==> src/rtl/irq_aggr_pkg.sv <==
package irq_aggr_pkg;

  // Register slots per bank: enable first, pending second.
  localparam int unsigned REGS_PER_BANK = 2;
  localparam int unsigned SLOT_ENABLE   = 0;
  localparam int unsigned SLOT_PENDING  = 1;

  // Address of the enable or pending register of a bank.
  function automatic int unsigned bank_reg_addr(int unsigned bank, int unsigned slot);
    return bank * REGS_PER_BANK + slot;
  endfunction

  // Lowest-source registers sit just past the bank registers.
  function automatic int unsigned low_reg_addr(int unsigned num_banks, int unsigned grp);
    return num_banks * REGS_PER_BANK + grp;
  endfunction

endpackage

==> src/rtl/irq_src_bank.sv <==
module irq_src_bank #(
  parameter int unsigned WIDTH = 32,
  parameter int unsigned LIVE  = 32
) (
  input  logic             clk,
  input  logic             rst_n,
  input  logic [WIDTH-1:0] src_i,
  input  logic             wr_en_i,
  input  logic             wr_pend_i,
  input  logic [WIDTH-1:0] wdata_i,
  output logic [WIDTH-1:0] en_o,
  output logic [WIDTH-1:0] pend_o
);

  localparam int unsigned     DEAD = (LIVE >= WIDTH) ? 0 : WIDTH - LIVE;
  localparam logic [WIDTH-1:0] LIVE_MASK = {WIDTH{1'b1}} >> DEAD;

  logic [WIDTH-1:0] src_q, src_d;
  logic [WIDTH-1:0] en_q, en_d;
  logic [WIDTH-1:0] pend_q, pend_d;
  logic [WIDTH-1:0] rise;
  logic [WIDTH-1:0] clr;

  always_comb begin
    src_d  = src_i & LIVE_MASK;
    rise   = src_d & ~src_q;
    clr    = wr_pend_i ? (wdata_i & LIVE_MASK) : '0;
    // A new edge takes precedence over a clear in the same cycle.
    pend_d = (pend_q & ~clr) | rise;
    en_d   = wdata_i & LIVE_MASK;
  end

  always_ff @(posedge clk or negedge rst_n) begin
    if (!rst_n) begin
      src_q  <= '0;
      pend_q <= '0;
    end else begin
      src_q  <= src_d;
      pend_q <= pend_d;
    end
  end

  always_ff @(posedge clk or negedge rst_n) begin
    if (!rst_n) begin
      en_q <= '0;
    end else if (wr_en_i) begin
      en_q <= en_d;
    end
  end

  assign en_o   = en_q;
  assign pend_o = pend_q;

endmodule

==> src/rtl/irq_lowest_find.sv <==
module irq_lowest_find #(
  parameter int unsigned GRP_W = 96,
  parameter int unsigned BASE  = 0,
  parameter int unsigned NUM_W = 8
) (
  input  logic [GRP_W-1:0] pe_i,
  output logic [NUM_W:0]   low_o
);

  // Walk downward so the lowest set bit is the last one written.
  always_comb begin
    low_o = {1'b1, {NUM_W{1'b0}}};
    for (int i = GRP_W - 1; i >= 0; i--) begin
      if (pe_i[i]) begin
        low_o = {1'b0, NUM_W'(BASE + i)};
      end
    end
  end

endmodule

==> src/rtl/irq_bank_aggr.sv <==
module irq_bank_aggr
  import irq_aggr_pkg::*;
#(
  parameter int unsigned NUM_BANKS = 5,
  parameter int unsigned FN_BANKS  = 3,
  parameter int unsigned BANK_W    = 32,
  parameter int unsigned BANK_LIVE [NUM_BANKS] = '{32, 32, 24, 32, 17},
  localparam int unsigned SRC_W    = NUM_BANKS * BANK_W,
  localparam int unsigned ADDR_W   = $clog2(NUM_BANKS * REGS_PER_BANK + 2)
) (
  input  logic              clk,
  input  logic              rst_n,
  input  logic [SRC_W-1:0]  src_i,
  input  logic              bus_we,
  input  logic [ADDR_W-1:0] bus_addr,
  input  logic [BANK_W-1:0] bus_wdata,
  output logic [BANK_W-1:0] bus_rdata,
  output logic              irq_fn_o,
  output logic              irq_err_o
);

  localparam int unsigned ERR_BANKS = NUM_BANKS - FN_BANKS;
  localparam int unsigned FN_W      = FN_BANKS * BANK_W;
  localparam int unsigned ERR_W     = ERR_BANKS * BANK_W;
  localparam int unsigned NUM_W     = $clog2(SRC_W);
  localparam int unsigned LOW_FN_A  = low_reg_addr(NUM_BANKS, 0);
  localparam int unsigned LOW_ERR_A = low_reg_addr(NUM_BANKS, 1);

  function automatic logic [SRC_W-1:0] build_live_mask();
    logic [SRC_W-1:0] m;
    m = '0;
    for (int b = 0; b < NUM_BANKS; b++) begin
      for (int i = 0; i < BANK_W; i++) begin
        if (i < BANK_LIVE[b]) m[b*BANK_W+i] = 1'b1;
      end
    end
    return m;
  endfunction

  localparam logic [SRC_W-1:0] LIVE_MASK = build_live_mask();

  logic [SRC_W-1:0] en_all;
  logic [SRC_W-1:0] pend_all;
  logic [SRC_W-1:0] pe_all;
  logic [NUM_W:0]   low_fn;
  logic [NUM_W:0]   low_err;
  logic             fn_d, fn_q;
  logic             err_d, err_q;
  logic [BANK_W-1:0] rdata_d;

  for (genvar b = 0; b < NUM_BANKS; b++) begin : g_bank
    logic wr_en, wr_pend;
    assign wr_en   = bus_we && (bus_addr == ADDR_W'(bank_reg_addr(b, SLOT_ENABLE)));
    assign wr_pend = bus_we && (bus_addr == ADDR_W'(bank_reg_addr(b, SLOT_PENDING)));

    irq_src_bank #(
      .WIDTH (BANK_W),
      .LIVE  (BANK_LIVE[b])
    ) u_bank (
      .clk       (clk),
      .rst_n     (rst_n),
      .src_i     (src_i[b*BANK_W +: BANK_W]),
      .wr_en_i   (wr_en),
      .wr_pend_i (wr_pend),
      .wdata_i   (bus_wdata),
      .en_o      (en_all[b*BANK_W +: BANK_W]),
      .pend_o    (pend_all[b*BANK_W +: BANK_W])
    );
  end

  assign pe_all = en_all & pend_all;

  irq_lowest_find #(
    .GRP_W (FN_W),
    .BASE  (0),
    .NUM_W (NUM_W)
  ) u_low_fn (
    .pe_i  (pe_all[FN_W-1:0]),
    .low_o (low_fn)
  );

  irq_lowest_find #(
    .GRP_W (ERR_W),
    .BASE  (FN_W),
    .NUM_W (NUM_W)
  ) u_low_err (
    .pe_i  (pe_all[SRC_W-1:FN_W]),
    .low_o (low_err)
  );

  // Output line next-state and registers.
  always_comb begin
    fn_d  = |pe_all[FN_W-1:0];
    err_d = |pe_all[SRC_W-1:FN_W];
  end

  always_ff @(posedge clk or negedge rst_n) begin
    if (!rst_n) begin
      fn_q  <= 1'b0;
      err_q <= 1'b0;
    end else begin
      fn_q  <= fn_d;
      err_q <= err_d;
    end
  end

  assign irq_fn_o  = fn_q;
  assign irq_err_o = err_q;

  // Read decode.
  always_comb begin
    rdata_d = '0;
    for (int b = 0; b < NUM_BANKS; b++) begin
      if (bus_addr == ADDR_W'(bank_reg_addr(b, SLOT_ENABLE)))
        rdata_d = en_all[b*BANK_W +: BANK_W];
      if (bus_addr == ADDR_W'(bank_reg_addr(b, SLOT_PENDING)))
        rdata_d = pend_all[b*BANK_W +: BANK_W];
    end
    if (bus_addr == ADDR_W'(LOW_FN_A))  rdata_d = BANK_W'(low_fn);
    if (bus_addr == ADDR_W'(LOW_ERR_A)) rdata_d = BANK_W'(low_err);
  end

  assign bus_rdata = rdata_d;

endmodule

==> config.mk <==
export PLATFORM = sky130hd
export DESIGN_NAME = irq_bank_aggr
export DESIGN_NICKNAME = d
export VERILOG_FILES = /design/src/rtl/irq_aggr_pkg.sv /design/src/rtl/irq_src_bank.sv /design/src/rtl/irq_lowest_find.sv /design/src/rtl/irq_bank_aggr.sv
export SDC_FILE = /design/constraint.sdc
export NUM_CORES = 1
export LEC_CHECK = 0
export BUFFER_PORTS_ARGS = -buffer_cell sky130_fd_sc_hd__buf_4
export CORE_MARGIN = 3
export CORE_UTILIZATION = 58
export DETAILED_ROUTE_END_ITERATION = 10
export GPL_ROUTABILITY_DRIVEN = 0
export GPL_TIMING_DRIVEN = 0
export HOLD_SLACK_MARGIN = 0.06
export PLACE_DENSITY = 0.8
export SYNTH_ARGS = -nofsm -noshare
export SYNTH_HDL_FRONTEND = slang
export SYNTH_SLANG_ARGS = --single-unit
==> constraint.sdc <==
create_clock -name clk -period 2.75 [get_ports clk]
set_clock_uncertainty 0.1 [all_clocks]
set_input_delay 0.275 -clock clk [delete_from_list [all_inputs] [get_ports clk]]
set_output_delay 0.275 -clock clk [all_outputs]
set_load 0.01 [all_outputs]
==> impl_metrics.toml, run 1 <==
[run_status]
status = "finished, violations left"
violations = "DRC, setup timing"

[floorplan]
ios = 233
die_h_um = 187.1
core_um2 = 31960
initial_core_util_pct = 59.53
dieArea_um2 = 35010
dieWidth_um = 187.1
fp-row-count = 65

[worst_setup_path]
crit_arrival_ns = 3.72
slowest_delay_ns = 0.98
worstPathRequired_ns = 2.38
end_kind = "output port"
criticalPathCategory = "flip-flop to output port"
cp.buffers_inverters = 1
crit_family = "compound AO/OA/AOI/OAI gates"
worstSetupStartpointType = "flip-flop"
crit_path_cell_trace = "a22o_2 -> a221oi_1 -> a2111oi_0 -> a211oi_1 -> o21ai_1 -> nand4_1 -> o2111ai_2 -> buf_4"
cp_slowest_cell = "a221oi_1"
worst-r2r-cell-count = 7
path_max_fanout = 4
path_depth = 8

[clock_tree]
cts_buffers = 43
clk_latency_ns = 0.56
h-tree-depth = 2
cts-root-buf = "clkbuf_16"
cts_tree = "done"
clock_path_buffers = 3
cts_num_sinks = 413
path_clk_slew_ns = 0.06

[logic_synthesis]
synth_area_um2 = 19030
avgSynthCellArea_um2 = 10.73
yosysUniqueCellTypes = 70
synth_cells = 1773
synth_top_area_share_pct = 54.32
synthFlopType = "dfrtp_1"
synthTopCellsByArea = "dfrtp_1, nand2_1, mux2_2, mux4_2, o21ai_0"
synth_edf_count = 0
synth_top_area_cell = "dfrtp_1"
yosysSeqAreaShare_pct = 54.32
yosys_warnings = 0
syn_nets = 1972
postSynth.asyncResetShare_pct = 100.0
ys_ff_latch = 413

[power_and_ir_drop]
leakagePower_uw = 0.01147
power_density_nw_per_um2 = 700.1
ir_worst_vdd_mv = 0.4934

[place]
placed_area_um2 = 21090
preCtsSetupSlack_ns = -0.4635
hpwl_um = 44490
portBuffers = 190
post-place-cells = 2401

[timing]
tightest_slew_ns = 1.248
fmax_ghz = 0.2440
fin_crit_sh_pct = 149.0
setup_viol = 9
hold_viol_final = 0
setup_slack_ns = -1.348
whs_ns = 0.1155
rsz0062_at_grt = "true"
finalCriticalPeriod_ns = 4.098
relSlewSlack_pct = 16.78
report.final.slew_viol_count = 0

[detailed_routing]
dr.pass1.iters = 11
wire_per_inst_um = 26.12
vias = 17746
drt-initial-drc-count = 3295
via_per_inst = 6.629
drc_errors = 21
ant_nets = 0
routed_wl_um = 69910

[global_routing]
gr-total-overflow = 0
grt_pass1_vias = 18185
antenna_found_initial = 0
grt_max_degree = 129
grt_pass1_wl_um = 104100
grt_use_total_pct = 38.24

[finish]
num_antenna_cells = 0
layout-drive-gt1-share_pct = 27.70
layoutNonFillerInstCount = 2677
design_area_um2 = 24980
fin_util_pct = 78.16
area_delta_synth_final_pct = 31.31
fin_nets = 2408

[run]
drv_cap = 0

[min_path]
hold_depth = 4
min_path_type = "input pin to flip-flop"
-- routing by layer --
metal	routed length, um	up-vias	GRT usage (%)
met1	24280	8636	48.13
met5	76	-	0
met3	9194	429	11.17
met2	31440	1515	60.37
met4	4918	4	20.24
li1	-	7162	-
-- final timing paths --
kind,end,startpoint,slack [ns]
min,g_bank[0].u_bank.pend_o[8],bus_wdata[8],0.12
max reg2reg,irq_fn_o,g_bank[1].u_bank.pend_o[5],0.05
max in group asynchronous,g_bank[2].u_bank.pend_o[11],rst_n,0.89
min reg2reg,g_bank[0].u_bank.pend_o[17],g_bank[0].u_bank.src_q[17],0.30
min in group asynchronous,g_bank[1].u_bank.src_q[24],rst_n,0.20
max,bus_rdata[1],g_bank[2].u_bank.pend_o[2],-1.35
-- stage by stage --
stage | setup TNS [ns] | total power [uW]
final | -5.479 | 17490
after global routing | -5.158 | 17920
after CTS | -2.246 | 16980
after detailed placement | -4.973 | 10610
after global placement | -1076.85 | 10460
after floorplan | 0 | 9188
-- cell type report --
cell class | instances | area, um2
Buffer | 72 | 359.1
Clock buffer | 61 | 1225
Clock inverter | 17 | 222.7
Fill cell | 1799 | 6979
Inverter | 153 | 574.3
Multi-Input combinational cell | 1134 | 8302
Sequential cell | 413 | 10350
Tap cell | 435 | 544.3
Timing Repair Buffer | 392 | 3408
-- registers in the layout (all words and copies together) (netlist names) --
name	count
irq_fn_o	1
g_bank.u_bank.pend_o	137
g_bank.u_bank.en_o	137
g_bank.u_bank.src_q	137
irq_err_o	1
-- what timing repair did --
item | CTS | global route
endpoints found under the hold margin | 396 | 0
buffers inserted | 28 | 18
setup endpoints to repair | 22 | 22
hold buffers | 153 | 0
gates cloned | 0 | 0
pin swaps | 26 | 31
resized for setup | 90 | 51
-- synthesized netlist by cell type, types with 3 or more instances --
master,instances
a22oi_1,47
dfrtp_1,413
inv_1,152
o2bb2ai_1,3
mux2i_1,26
and2_1,7
a22oi_2,5
a31oi_1,12
buf_2,35
nand3_2,4
a21o_1,9
o2111ai_1,8
nand4_1,12
a22o_1,50
a32o_1,13
nand3_1,27
a211oi_1,12
a21oi_1,43
nor3_1,7
mux2_1,23
nor3_2,3
nand2b_1,5
mux4_2,34
mux2_2,122
clkbuf_1,31
o2111a_1,4
o21ai_0,129
nor4_1,3
buf_4,4
nor2_1,46
o211ai_1,6
a221oi_1,6
o221ai_1,4
nand2_1,374
a32oi_1,10
a222oi_1,21
and3_1,6
o21ai_1,11
nor2b_1,5
-- placed cells by master, fill, tap and decap left out, types with 38 or more instances in the layout --
master         synthesis  layout
buf_4                  4     238
clkbuf_16              0      44
clkbuf_1              31      39
dlygate4sd3_1          0     153
a22o_1                50      47
mux2_2               122     122
nand2_1              374     369
a21oi_1               43      38
nor2_1                46      43
o21ai_0              129     118
inv_1                152     151
dfrtp_1              413     403
-- cells by family after synthesis --
kind of cell,count (synthesis),share of synthesized area (%)
mux,206,14.11
flops,413,54.32
simple gates,517,11.58
compound gates,411,15.18
buf+inv,226,4.807
-- worst min-delay path, cell delays in order --
cell and delay (ns):
clkbuf_1 0.22, nand2_1 0.12, nand2_1 0.05, o21ai_0 0.06
-- power breakdown --
part	leakage [uW]	switching, uW	internal, uW	total (uW)
clock network	0.000699	2460	3500	5960
registers	0.00453	823	6730	7550
logic	0.00624	2190	1790	3980
Note: power is estimated with default switching activity, not from simulation.
==> run 2, diff against run 1 <==
Settings changed: CORE_UTILIZATION 58 to 60, PLACE_DENSITY 0.8 to 0.78, SYNTH_HIERARCHICAL from default to 1.
Clock period 2.75 ns to 4 ns, I/O delays scaled along.
==> impl_metrics.toml, run 2 <==
[run_status]
status = "finished, violations left"
violations = "setup timing"

[logic_synthesis]
postSynth.asyncResetShare_pct = 100.0
synth_top_area_share_pct = 46.80
yosysSeqAreaShare_pct = 46.80
synth_edf_count = 0
synthTopCellsByArea = "dfrtp_1, mux2_4, a22o_1, and2_1, nand2_1"
ys_ff_latch = 413
synth_common_cells = "dfrtp_1, nand2_1, inv_1"
yosys_warnings = 6
synth_top_area_cell = "dfrtp_1"
yosysUniqueCellTypes = 77
yosysMostFrequentCell = "dfrtp_1"
synth_cells = 2088
avgSynthCellArea_um2 = 10.58
synthFlopType = "dfrtp_1"
synth_area_um2 = 22080

[finish]
fillCellCount = 2311
layoutNonFillerInstCount = 3046
final_common_cell = "dfrtp_1"
area_delta_synth_final_pct = 26.55
seq_area_um2 = 10340
final_cell_mix = "dfrtp_1, buf_4, nand2_1"
layout-drive-gt1-share_pct = 25.69
num_antenna_cells = 0
fin_nets = 2753
fin_util_pct = 77.81
multi_input_area_um2 = 10630

[worst_setup_path]
end_kind = "output port"
crit_arrival_ns = 3.55
cp.buffers_inverters = 2
path_max_fanout = 5
crit_path_cell_trace = "and2_1 -> inv_1 -> a21oi_1 -> o21ai_0 -> a211oi_1 -> a21oi_2 -> o31ai_4 -> mux4_2 -> o22ai_1 -> a41oi_1 -> buf_4"
slowest_delay_ns = 0.44
criticalPathCategory = "flip-flop to output port"
crit_family = "compound AO/OA/AOI/OAI gates"
worstPathRequired_ns = 3.50
cp_slowest_cell = "dfrtp_1"
worstSetupStartpointType = "flip-flop"

[power_and_ir_drop]
power_density_nw_per_um2 = 461.5
ir_worst_vdd_mv = 0.3584
leakagePower_uw = 0.01254

[timing]
rsz0062_at_grt = "true"
hold_viol_final = 0
tightest_slew_ns = 1.242
setup_slack_ns = -0.05474
setup_viol = 2
report.final.slew_viol_count = 0
finalCriticalPeriod_ns = 4.055
fmax_ghz = 0.2466
relSlewSlack_pct = 16.87
fin_crit_sh_pct = 101.4

[global_routing]
gr-total-overflow = 0
met3_usage_pct = 11.96
grt_use_total_pct = 41.75
met2_usage_pct = 60.61
grt_pass1_vias = 19812
grt_pass1_wl_um = 121100
busiest_layer = "met2"
grt_max_degree = 129
antenna_found_initial = 1
use_met1_pct = 54.41

[detailed_routing]
wire_per_inst_um = 27.28
dr.pass1.iters = 8
drc_errors = 0
drt-initial-drc-count = 2793
vias = 19876
via_per_inst = 6.525
routed_wl_um = 83080
ant_nets = 0

[clock_tree]
clk_latency_ns = 0.58
cts-root-buf = "clkbuf_16"
cts_buffers = 44
cts_num_sinks = 413
cts_tree = "done"
clock_path_buffers = 3
h-tree-depth = 2
path_clk_slew_ns = 0.06

[place]
preCtsSetupSlack_ns = 0.2640
hpwl_um = 57190
portBuffers = 207
post-place-cells = 2803

[floorplan]
fp-row-count = 69
dieWidth_um = 197.8
core_um2 = 35910
ios = 233
dieArea_um2 = 39140
die_h_um = 197.8
initial_core_util_pct = 61.49

[min_path]
min_path_type = "input pin to flip-flop"

[run]
drv_cap = 0
run 2: metrics by stage:
step	cell area, um2	power (uW)	hold slack (ns)	setup TNS [ns]
4_1_cts	27690	12560	0.06402	0
6_report	27950	12900	0.08718	-0.05486
3_5_place_dp	24470	8112	0.2608	0
3_3_place_gp	24380	7989	0.4020	-605.72
2_1_floorplan	22250	6945	0.004409	0
5_1_grt	27950	13250	0.08365	-0.1749
run 2: path summary, 6_finish.rpt:
check,cells after the start,to,slack [ns],start
max,11,bus_rdata[0],-0.05,g_bank[1].u_bank/pend_o[25]
min,2,g_bank[3].u_bank/en_o[11],0.09,bus_wdata[11]
max reg2reg,5,irq_err_o,1.27,g_bank[3].u_bank/pend_o[28]
min reg2reg,1,g_bank[1].u_bank/en_o[0],0.42,g_bank[1].u_bank/en_o[0]
max in group asynchronous,4,g_bank[3].u_bank/en_o[13],1.97,rst_n
min in group asynchronous,2,g_bank[1].u_bank/en_o[8],0.27,rst_n
run 2: per-layer routing:
metal  up-vias  part of all wire (%)
li1       8276                     -
met1      9654                    36
met2      1518                    42
met3       426                    13
met4         2                   8.6
met5         -                 0.016
run 2: area by class of cell:
class,count,share of cell area [%]
Tap cell,461,2.064
Timing Repair Buffer,376,11.75
Clock buffer,65,4.764
Inverter,173,2.324
Sequential cell,413,37.00
Multi-Input combinational cell,1419,38.04
Buffer,127,3.443
Clock inverter,12,0.6179
run 2: logic make-up (layout without fill, tap and decap cells):
logic type	count (synthesis)	count (layout)	share of synthesized area (%)
other	3	47	0.05099
and+or+nand+nor	720	720	17.06
DFF	413	413	46.80
buffers and inverters	300	753	7.298
AOI/OAI and AO/OA	423	423	14.17
muxes	229	229	14.62
run 2: power breakdown:
group / total (uW) / internal, uW / switching, uW / leakage (uW)
Combinational: 3610 / 1610 / 2000 / 0.00727
Sequential: 5000 / 4630 / 373 / 0.00453
Clock: 4290 / 2560 / 1730 / 0.000737
run 2: worst register-to-register path, stage by stage, from the launching register on:
cell,delay [ns]
dfrtp_1,0.44
and2_1,0.27
or4_1,0.53
or4_1,0.48
nor4_1,0.57
nand2_1,0.20
run 2: what timing repair did:
action / in CTS / in global routing
hold endpoints to repair: 393 / 0
hold buffers: 157 / 0
setup endpoints to repair: 6 / 7
gates resized for setup: 26 / 50
setup buffers: 0 / 9
pin swaps: 1 / 13
